## config.mk

```make
export PLATFORM = sky130hd
export DESIGN_NAME = sfgen_top
export DESIGN_NICKNAME = d
export VERILOG_FILES = /design/src/rtl/sfg_pkg.sv /design/src/rtl/sfg_src_sel.sv /design/src/rtl/sfg_frac_div.sv /design/src/rtl/sfg_settle.sv /design/src/rtl/sfgen_top.sv
export SDC_FILE = /design/constraint.sdc
export NUM_CORES = 1
export LEC_CHECK = 0
export BUFFER_PORTS_ARGS = -buffer_cell sky130_fd_sc_hd__buf_2
export CAP_MARGIN = 25
export CORE_ASPECT_RATIO = 1.4
export CORE_MARGIN = 2
export CORE_UTILIZATION = 30
export CTS_CLUSTER_SIZE = 25
export DETAILED_ROUTE_END_ITERATION = 10
export GPL_ROUTABILITY_DRIVEN = 0
export PLACE_DENSITY_LB_ADDON = 0.3
export REMOVE_ABC_BUFFERS = 1
export SYNTH_ARGS = -nofsm -noshare
export SYNTH_HDL_FRONTEND = slang
export SYNTH_HIERARCHICAL = 1
export SYNTH_SLANG_ARGS = --single-unit
```

## constraint.sdc

```tcl
create_clock -name clk -period 4.7 [get_ports clk]
set_clock_uncertainty 0.05 [all_clocks]
set_input_delay 0.47 -clock clk [delete_from_list [all_inputs] [get_ports clk]]
set_output_delay 0.47 -clock clk [all_outputs]
set_load 0.01 [all_outputs]
```

## src/rtl/sfg_pkg.sv

```systemverilog
package sfg_pkg;

   localparam int FACTOR_W = 12;
   localparam int MAX_FACTOR = 3072;

   typedef enum logic [1:0] {
      MODE_OFF    = 2'd0,
      MODE_BYPASS = 2'd1,
      MODE_DIV    = 2'd2
   } src_mode_t;

   function automatic logic [FACTOR_W-1:0] rate_factor(input logic [2:0] code);
      case (code)
         3'd0:    rate_factor = 12'd3072;
         3'd1:    rate_factor = 12'd1536;
         3'd2:    rate_factor = 12'd896;
         3'd3:    rate_factor = 12'd768;
         3'd4:    rate_factor = 12'd448;
         3'd5:    rate_factor = 12'd384;
         3'd6:    rate_factor = 12'd512;
         default: rate_factor = 12'd2560;
      endcase
   endfunction

   function automatic src_mode_t src_mode(input logic [2:0] code);
      case (code)
         3'd0, 3'd3:       src_mode = MODE_BYPASS;
         3'd1, 3'd2, 3'd4: src_mode = MODE_DIV;
         default:          src_mode = MODE_OFF;
      endcase
   endfunction

endpackage

```

## src/rtl/sfg_src_sel.sv

```systemverilog
module sfg_src_sel (
   input  logic [2:0] src_sel,
   input  logic       bclk_en,
   input  logic       xtal_a_en,
   input  logic       xtal_b_en,
   input  logic       ext_en,
   output logic       pulse_o,
   output logic       is_ext_o
);
   logic [3:0] raw;
   logic [7:0] sel_vec;

   assign raw = {ext_en, xtal_b_en, xtal_a_en, bclk_en};

   for (genvar i = 0; i < 8; i++) begin : g_route
      localparam int IDX = (i < 3) ? i : (i <= 4) ? 3 : -1;
      if (IDX < 0) begin : g_rsv
         assign sel_vec[i] = 1'b0;
      end else begin : g_live
         assign sel_vec[i] = raw[IDX];
      end
   end

   assign pulse_o  = sel_vec[src_sel];
   assign is_ext_o = (src_sel == 3'd3) || (src_sel == 3'd4);

endmodule

```

## src/rtl/sfg_frac_div.sv

```systemverilog
module sfg_frac_div #(
   parameter int OVERSAMPLE = 256,
   parameter int FW         = 12
) (
   input  logic          clk,
   input  logic          rst_n,
   input  logic          restart,
   input  logic          pulse,
   input  logic          bypass,
   input  logic [FW-1:0] factor,
   output logic          en_o,
   output logic          fs_o
);
   localparam int             CW   = $clog2(OVERSAMPLE);
   localparam logic [FW:0]    STEP = (FW+1)'(OVERSAMPLE);
   localparam logic [CW-1:0]  LAST = CW'(OVERSAMPLE - 1);

   logic [FW-1:0] acc;
   logic [FW:0]   sum;
   logic [CW-1:0] cnt;
   logic          hit;

   always_comb begin
      sum = {1'b0, acc} + STEP;
      if (bypass) hit = pulse;
      else        hit = pulse && (sum >= {1'b0, factor});
   end

   always_ff @(posedge clk) begin
      if (!rst_n || restart) begin
         acc  <= '0;
         cnt  <= '0;
         en_o <= 1'b0;
         fs_o <= 1'b0;
      end else begin
         en_o <= hit;
         fs_o <= hit && (cnt == LAST);
         if (hit) cnt <= cnt + 1'b1;
         if (pulse && !bypass)
            acc <= hit ? FW'(sum - {1'b0, factor}) : sum[FW-1:0];
      end
   end

   AST_FS_WITH_EN: assert property (@(posedge clk) disable iff (!rst_n)
      fs_o |-> en_o);

   AST_EN_NEEDS_PULSE: assert property (@(posedge clk) disable iff (!rst_n)
      en_o |-> $past(pulse));

endmodule

```

## src/rtl/sfg_settle.sv

```systemverilog
module sfg_settle #(
   parameter int SW = 12
) (
   input  logic          clk,
   input  logic          rst_n,
   input  logic          restart,
   input  logic          active,
   input  logic          pulse,
   input  logic [SW-1:0] target,
   output logic          valid_o
);
   logic [SW-1:0] cnt;
   logic [SW-1:0] cnt_nxt;

   always_comb begin
      cnt_nxt = cnt;
      if (pulse && (cnt < target)) cnt_nxt = cnt + 1'b1;
   end

   always_ff @(posedge clk) begin
      if (!rst_n || restart) begin
         cnt     <= '0;
         valid_o <= 1'b0;
      end else begin
         cnt     <= cnt_nxt;
         valid_o <= active && (cnt_nxt >= target);
      end
   end

   AST_RESTART_DROPS: assert property (@(posedge clk) disable iff (!rst_n)
      restart |=> !valid_o);

   AST_VALID_HOLDS: assert property (@(posedge clk) disable iff (!rst_n)
      (valid_o && !restart && active) |=> valid_o);

endmodule

```

## src/rtl/sfgen_top.sv

```systemverilog
module sfgen_top #(
   parameter int OVERSAMPLE = 256,
   parameter int EXT_SETTLE = 2000
) (
   input  logic       clk,
   input  logic       rst_n,
   input  logic [2:0] src_sel,
   input  logic [2:0] rate_sel,
   input  logic       bclk_en,
   input  logic       xtal_a_en,
   input  logic       xtal_b_en,
   input  logic       ext_en,
   output logic       fs_tick,
   output logic       clk256_en,
   output logic       clk_valid
);
   import sfg_pkg::*;

   localparam int FW   = FACTOR_W;
   localparam int SMAX = (EXT_SETTLE > MAX_FACTOR) ? EXT_SETTLE : MAX_FACTOR;
   localparam int SW   = $clog2(SMAX + 1);

   if ((OVERSAMPLE & (OVERSAMPLE - 1)) != 0 || OVERSAMPLE < 2) begin : g_bad_os
      $error("OVERSAMPLE must be a power of two");
   end
   if (OVERSAMPLE > 384) begin : g_bad_ratio
      $error("OVERSAMPLE must not exceed the smallest divide factor");
   end
   if (EXT_SETTLE < 1) begin : g_bad_settle
      $error("EXT_SETTLE must be positive");
   end

   logic [2:0]    src_q, rate_q;
   logic          restart;
   logic          raw_pulse, is_ext, pulse;
   src_mode_t     mode;
   logic [FW-1:0] factor;
   logic [SW-1:0] target;

   always_ff @(posedge clk) begin
      if (!rst_n) begin
         src_q  <= '0;
         rate_q <= '0;
      end else begin
         src_q  <= src_sel;
         rate_q <= rate_sel;
      end
   end

   assign restart = (src_sel != src_q) || (rate_sel != rate_q);
   assign mode    = src_mode(src_sel);
   assign factor  = rate_factor(rate_sel);
   assign pulse   = raw_pulse && !restart && (mode != MODE_OFF);

   always_comb begin
      if (is_ext)                    target = SW'(EXT_SETTLE);
      else if (mode == MODE_BYPASS)  target = SW'(OVERSAMPLE);
      else                           target = SW'(factor);
   end

   sfg_src_sel u_sel (
      .src_sel   (src_sel),
      .bclk_en   (bclk_en),
      .xtal_a_en (xtal_a_en),
      .xtal_b_en (xtal_b_en),
      .ext_en    (ext_en),
      .pulse_o   (raw_pulse),
      .is_ext_o  (is_ext)
   );

   sfg_frac_div #(.OVERSAMPLE(OVERSAMPLE), .FW(FW)) u_div (
      .clk     (clk),
      .rst_n   (rst_n),
      .restart (restart),
      .pulse   (pulse),
      .bypass  (mode == MODE_BYPASS),
      .factor  (factor),
      .en_o    (clk256_en),
      .fs_o    (fs_tick)
   );

   sfg_settle #(.SW(SW)) u_settle (
      .clk     (clk),
      .rst_n   (rst_n),
      .restart (restart),
      .active  (mode != MODE_OFF),
      .pulse   (pulse),
      .target  (target),
      .valid_o (clk_valid)
   );

   AST_RSV_IDLE: assert property (@(posedge clk) disable iff (!rst_n)
      (src_sel >= 3'd5) |=> (!fs_tick && !clk256_en && !clk_valid));

endmodule

```

# Word level (Yosys, flattened, before mapping)
# Cells that the tools add are included.
dict set report word_totals {
  reg_bits 41
  input_bits 12
}
dict set report classes {
  n_addsub 4
  magnitude_cmp 4
  n_eq_ne 14
  muxes 9
  n_reduce_logical 18
}
# cell count
set op_table {}
lappend op_table {{$pmux W12 S7} 1}
lappend op_table {{$mux W12} 4}
lappend op_table {{$add A12 B9 Y13 const B} 1}
lappend op_table {{$ge A13 B12 Y1} 1}
lappend op_table {{$add A12 B1 Y12 const B} 1}
lappend op_table {{$eq A3 B2 Y1 const B} 4}
lappend op_table {{$eq A3 B3 Y1 const B} 4}
lappend op_table {{$ge A12 B12 Y1} 1}
lappend op_table {{$lt A12 B12 Y1} 1}
lappend op_table {{$sub A12 B12 Y12} 1}
lappend op_table {{$add A8 B1 Y8 const B} 1}
lappend op_table {{$eq A8 B8 Y1 const B} 1}
lappend op_table {{$logic_and A1 B1 Y1} 7}
lappend op_table {{$eq A3 B1 Y1 const B} 2}
lappend op_table {{$logic_not A3 Y1} 2}
lappend op_table {{$ne A3 B3 Y1} 2}
lappend op_table {{$lt A3 B4 Y1 const B} 1}
lappend op_table {{$pmux W2 S2} 1}
lappend op_table {{$bmux W1 S3} 1}
lappend op_table {{$logic_not A1 Y1} 3}
lappend op_table {{$logic_or A1 B1 Y1} 3}
lappend op_table {{$reduce_or A3 Y1} 1}
lappend op_table {{$eq A2 B1 Y1 const B} 1}
lappend op_table {{$mux W1} 2}
lappend op_table {{2 further kinds} 2}

# Depth between registers and ports, before layout
dict set report depth {
  depth_word 11
  depth_mapped 18
  depth_no_buf 17
}

# Modules after synthesis
# The synthesis kept the hierarchy.
# module instances cells_per_inst area_each_um2 seq_area_each_um2
set by_module_without_submodules {}
lappend by_module_without_submodules {sfg_frac_div 1 233 1805.5 440.4}
lappend by_module_without_submodules {sfg_settle 1 160 1315.0 260.2}
lappend by_module_without_submodules {sfgen_top 1 50 409.1 120.1}
lappend by_module_without_submodules {sfg_src_sel 1 7 57.6 0.0}

# Worst setup path after synthesis
# OpenSTA, ideal clock, no wires.
dict set report synth_path {
  path_kind {input to register}
  from {in rate_sel[0]}
  to {reg u_settle.valid_o}
  setup_ns 0.131
  arrival_time_ns 3.673
  setup_slack_ns 0.846
  path_stages 17
  n_path_buf 2
  path_cell_list {buf_6 -> or3_4 -> a211oi_2 -> inv_1 -> ha_1 -> nand4_2 -> nor4_2 -> nand2_1 -> buf_6 -> a31o_2 -> nand2_1 -> ha_1 -> a21o_1 -> a21o_1 -> a21o_1 -> a2111oi_0 -> nor3_1}
}
dict set report synth_between {
  elab_chain_cells 9
  word_cells_on_any_way 21
  classes_between {order compare (2); eq/ne (7); mux (4); reduce/logical (8)}
}
# element line
set synth_rtl {}
lappend synth_rtl {{from (decl)} sfgen_top.sv:8} ;# input logic [2:0] rate_sel,
lappend synth_rtl {{$eq A3 B3 Y1 (tied with other cells)} sfg_pkg.sv:13} ;# case (code)
lappend synth_rtl {{$pmux W12 S7 *} sfg_pkg.sv:13}
lappend synth_rtl {{$mux W12 *} sfgen_top.sv:57} ;# else if (mode == MODE_BYPASS) target = SW'(OVERSAMPLE);
lappend synth_rtl {{$mux W12 *} sfgen_top.sv:56} ;# if (is_ext) target = SW'(EXT_SETTLE);
lappend synth_rtl {{net target[11]} sfgen_top.sv:38} ;# logic [SW-1:0] target;
lappend synth_rtl {{$lt A12 B12 Y1 *} sfg_settle.sv:17} ;# if (pulse && (cnt < target)) cnt_nxt = cnt + 1'b1;
lappend synth_rtl {{$logic_and A1 B1 Y1 *} sfg_settle.sv:17}
lappend synth_rtl {{$mux W12 *} sfg_settle.sv:17}
lappend synth_rtl {{net u_settle.cnt_nxt[9]} sfg_settle.sv:13} ;# logic [SW-1:0] cnt_nxt;
lappend synth_rtl {{$ge A12 B12 Y1 *} sfg_settle.sv:26} ;# valid_o <= active && (cnt_nxt >= target);
lappend synth_rtl {{$logic_and A1 B1 Y1 *} sfg_settle.sv:26}
lappend synth_rtl {{to (signal assigned)} sfg_settle.sv:26}
lappend synth_rtl {{to (decl)} sfg_settle.sv:10} ;# output logic valid_o
# The timed path passes the listed nets; every way through them passes the cells marked *.
# A chain may end at the register's enable or synchronous reset.

# Worst setup path after layout
dict set report layout_path {
  from {in src_sel[1]}
  to {reg u_settle.valid_o}
}
dict set report layout_between {
  word_cells_on_any_way 26
  classes_between {order compare (2); eq/ne (6); mux (6); reduce/logical (12)}
}
# element line
set layout_rtl {}
lappend layout_rtl {{from (decl)} sfgen_top.sv:7} ;# input logic [2:0] src_sel,
lappend layout_rtl {{$eq A3 B2 Y1 or $eq A3 B3 Y1 (tied branches)} sfg_src_sel.sv:25} ;# assign is_ext_o = (src_sel == 3'd3) || (src_sel == 3'd4);
lappend layout_rtl {{$logic_or A1 B1 Y1 *} sfg_src_sel.sv:25}
lappend layout_rtl {{net is_ext} sfgen_top.sv:35} ;# logic raw_pulse, is_ext, pulse;
lappend layout_rtl {{$mux W12 *} sfgen_top.sv:56}
lappend layout_rtl {{net target[10]} sfgen_top.sv:38}
lappend layout_rtl {{$lt A12 B12 Y1 *} sfg_settle.sv:17}
lappend layout_rtl {{$logic_and A1 B1 Y1 *} sfg_settle.sv:17}
lappend layout_rtl {{$mux W12 *} sfg_settle.sv:17}
lappend layout_rtl {{net u_settle.cnt_nxt[1]} sfg_settle.sv:13}
lappend layout_rtl {{$ge A12 B12 Y1 *} sfg_settle.sv:26}
lappend layout_rtl {{$logic_and A1 B1 Y1 *} sfg_settle.sv:26}
# The timed path passes the listed nets; every way through them passes the cells marked *. The select of a mux whose other input is x is not followed.

==> impl_metrics.py <==
metrics = {
    "floorplanning": {
        "core.rowCount": 47,
        "die_x_um": 96.4,
        "start_util_pct": 30.5,
        "die_area_um2": 12900,
        "core_um2": 11800,
        "dieHeight_um": 133,
        "ioPinCount": 15,
    },
    "worst_hold_path": {
        "hold_path_depth": 2,
        "hold_end": "u_div/acc[6]$_SDFFE_PP0P_",
        "worstHoldPathType": "reg -> reg",
        "min_from": "u_div/acc[6]$_SDFFE_PP0P_",
    },
    "power": {
        "combPwrFrac_pct": 14.4,
        "power.share.clock_pct": 43.3,
        "irDropWorstVdd_mv": 0.122,
        "power_leakage_nw": 1.73,
        "p_sw_share_pct": 28.2,
        "seqPwrFrac_pct": 42.3,
        "p_per_area_nw_per_um2": 208,
        "p_int_mw": 0.597,
        "power_switching_mw": 0.234,
    },
    "sta": {
        "fmax_ghz": 0.236,
        "grt_setup_unrepaired": "no",
        "fin_tns_setup_ps": 0,
        "worst_pin_slew_ps": 965,
        "fin_crit_sh_pct": 90.2,
        "hold_violations": 0,
        "slew_headroom_pct": 35.5,
        "finalCriticalPeriod_ps": 4240,
        "final_max_slew_viol_count": 0,
        "setup_violations": 0,
    },
    "yosys": {
        "seq_area_frac_synth_pct": 22.9,
        "yosysTopAreaCell": "dfxtp_1",
        "synth_area_per_cell_um2": 7.97,
        "synth-async-reset-ratio_pct": 0,
        "synth_top_area_share_pct": 22.9,
        "postSynthCellCount": 450,
        "ys_warn_count": 6,
        "synthFlopType": "dfxtp_1",
        "synth_edf_count": 0,
        "synth-seq-cells": 41,
        "ys_types": 68,
        "synth.cell_area_um2": 3590,
        "yosys-top-cells-area": "dfxtp_1, ha_1, nand2_1",
    },
    "cts": {
        "h-tree-depth": 2,
        "path_clk_slew_ps": 70,
        "ctsHoldBuffers": 0,
        "cts_buffer_depth": 2,
        "clock_latency_ps": 290,
        "clockRootBuffer": "clkbuf_16",
        "cts.sinks": 41,
        "cts_resized": 0,
        "numCtsBuffers": 5,
        "cts_tree": "done",
        "cts_setup_buffers": 0,
    },
    "grt": {
        "grt_remaining_overflow": 0,
        "grt_pass1_vias": 3106,
        "grt_max_degree": 24,
        "grt_antenna_before_repair": 1,
        "grtUsageTotal_pct": 13.8,
        "grt_pass1_wl_mm": 14.2,
    },
    "routing": {
        "ant_nets": 0,
        "firstDrtPassIters": 4,
        "drt-vias-per-instance": 5.21,
        "post-route-drc-count": 0,
        "drtIter0Drc": 103,
        "finalWirelength_mm": 8.42,
        "via_count": 3232,
        "wl_per_cell_um": 13.6,
    },
    "critical_path": {
        "cp_data_arrival_time_ps": 4360,
        "r2r-end": "u_settle/valid_o$_SDFF_PP0_",
        "r2r-start": "u_settle/cnt[10]$_SDFF_PP0_",
        "crit_type": "in -> reg",
        "required_ps": 4820,
        "startpoint_type": "input port",
        "crit_path_max_fanout": 11,
        "rrSetupSlack_ps": 1320,
        "cp-end-kind": "register",
        "ff2ff_path_depth": 11,
    },
    "place": {
        "hpwl_mm": 6.57,
        "port_buffers": 14,
        "post_dp_cell_area_um2": 3830,
    },
    "finish": {
        "syn_to_final_growth_pct": 11.3,
        "drive_gt1_share_pct": 10.1,
        "n_antenna_cell": 0,
        "fillerInstances": 1251,
        "multi_input_area_um2": 2560,
        "final_common_cell": "nand2_1",
        "final_area_um2": 3990,
        "seq_area_um2": 821,
        "final_cell_mix": "nand2_1, dfxtp_1, inv_1",
        "nNetsFinal": 523,
    },
    "run": {
        "drv_cap": 0,
    },
    "outcome": {
        "status": "finished, final reports clean",
    },
}
flip-flops by register name (all words and copies together), names as in the netlist:
register          flops
u_div/acc            12
u_settle/cnt         12
u_div/cnt             8
rate_q                3
src_q                 3
u_div/en_o            1
u_div/fs_o            1
u_settle/valid_o      1
layout make-up:
type / count / area share (%)
Inverter: 39 / 3.67
Sequential cell: 41 / 20.6
Tap cell: 147 / 4.61
Clock buffer: 5 / 3.13
Multi-Input combinational cell: 366 / 64.2
Clock inverter: 3 / 0.627
Timing Repair Buffer: 19 / 3.20
worst max-delay path, cell delays in order:
cell and delay (ps):
buf_2 140, nand2b_1 160, o22ai_1 370, inv_1 150, o31ai_1 90, inv_1 100, ha_1 340, nand4_2 140
nor4_2 390, nand2_1 310, nand2_1 290, mux2_1 350, ha_1 180, a21o_1 150, a211o_1 280, a2111oi_0 350
nor3_1 90
metal layers:
| metal | vias to the layer above | share of wire, % | global-route usage, % |
|---|---|---|---|
| li1 | 1653 | - | - |
| met1 | 1493 | 42 | 15.7 |
| met2 | 65 | 51 | 24.8 |
| met3 | 19 | 3.6 | 2.49 |
| met4 | 2 | 2.8 | 5.87 |
| met5 | - | 0.15 | 0 |
through the flow:
step	util [%]	hold WS [ps]	total power [mW]	instances	setup WS, ps
2_1_floorplan	-	389	0.444	446	796
3_3_place_gp	32.4	403	0.475	610	365
3_5_place_dp	32.6	408	0.477	611	194
4_1_cts	33.9	419	0.845	619	503
5_1_grt	33.9	433	0.875	620	157
6_report	33.9	414	0.831	620	461
worst max-delay path by stage:
stage | start | end | depth (start not counted) | slack (ps)
after global placement | src_sel[1] | u_settle/valid_o$_SDFF_PP0_ | 16 | 360
after detailed placement | src_sel[1] | u_settle/valid_o$_SDFF_PP0_ | 17 | 190
after CTS | src_sel[1] | u_settle/valid_o$_SDFF_PP0_ | 16 | 500
after global routing | src_sel[1] | u_settle/valid_o$_SDFF_PP0_ | 16 | 160
final | src_sel[1] | u_settle/valid_o$_SDFF_PP0_ | 17 | 460
after floorplan | src_sel[1] | u_settle/valid_o$_SDFF_PP0_ | 16 | 800
synth_stat cells (all sizes together) (2+ instances only):
cell,instances
inv,39
xnor2,11
nand4,15
nand2,49
dfxtp,41
a31o,5
a2111o,4
ha,38
or3,7
a211oi,4
a41oi,2
a211o,3
o21a,2
o31ai,3
and3,8
o2111ai,2
mux2,2
nand3,19
nor3b,2
buf,9
and2,8
a31oi,3
a2111oi,2
clkbuf,6
a21oi,33
nor2,19
o21ai,26
xor2,10
mux2i,12
nor3,9
a21o,11
nor2b,5
nor4,3
a21boi,2
and4,3
nand2b,18
cell families (layout without fill, tap and decap cells):
logic type                 after synthesis  after routing  share of synthesized area [%]
AOI/OAI and AO/OA                      110            110                           20.6
buffers and inverters                   54             66                           6.91
xor gates and xnor gates                21             21                           5.13
adders and majority gates               39             39                           13.8
and+or+nand+nor                        169            169                           26.0
muxes                                   15             15                           4.60
other                                    1             12                          0.105
DFF                                     41             41                           22.9
power groups by stage:
stage               clock network (mW)  registers [mW]  logic [mW]
floorplan                            0           0.359      0.0853
global placement                     0           0.359       0.116
detailed placement                   0           0.359       0.118
CTS                              0.375           0.351       0.119
global route                     0.388           0.351       0.136
finish                           0.360           0.351       0.120
No activity file was read; power rests on OpenSTA's default activity.
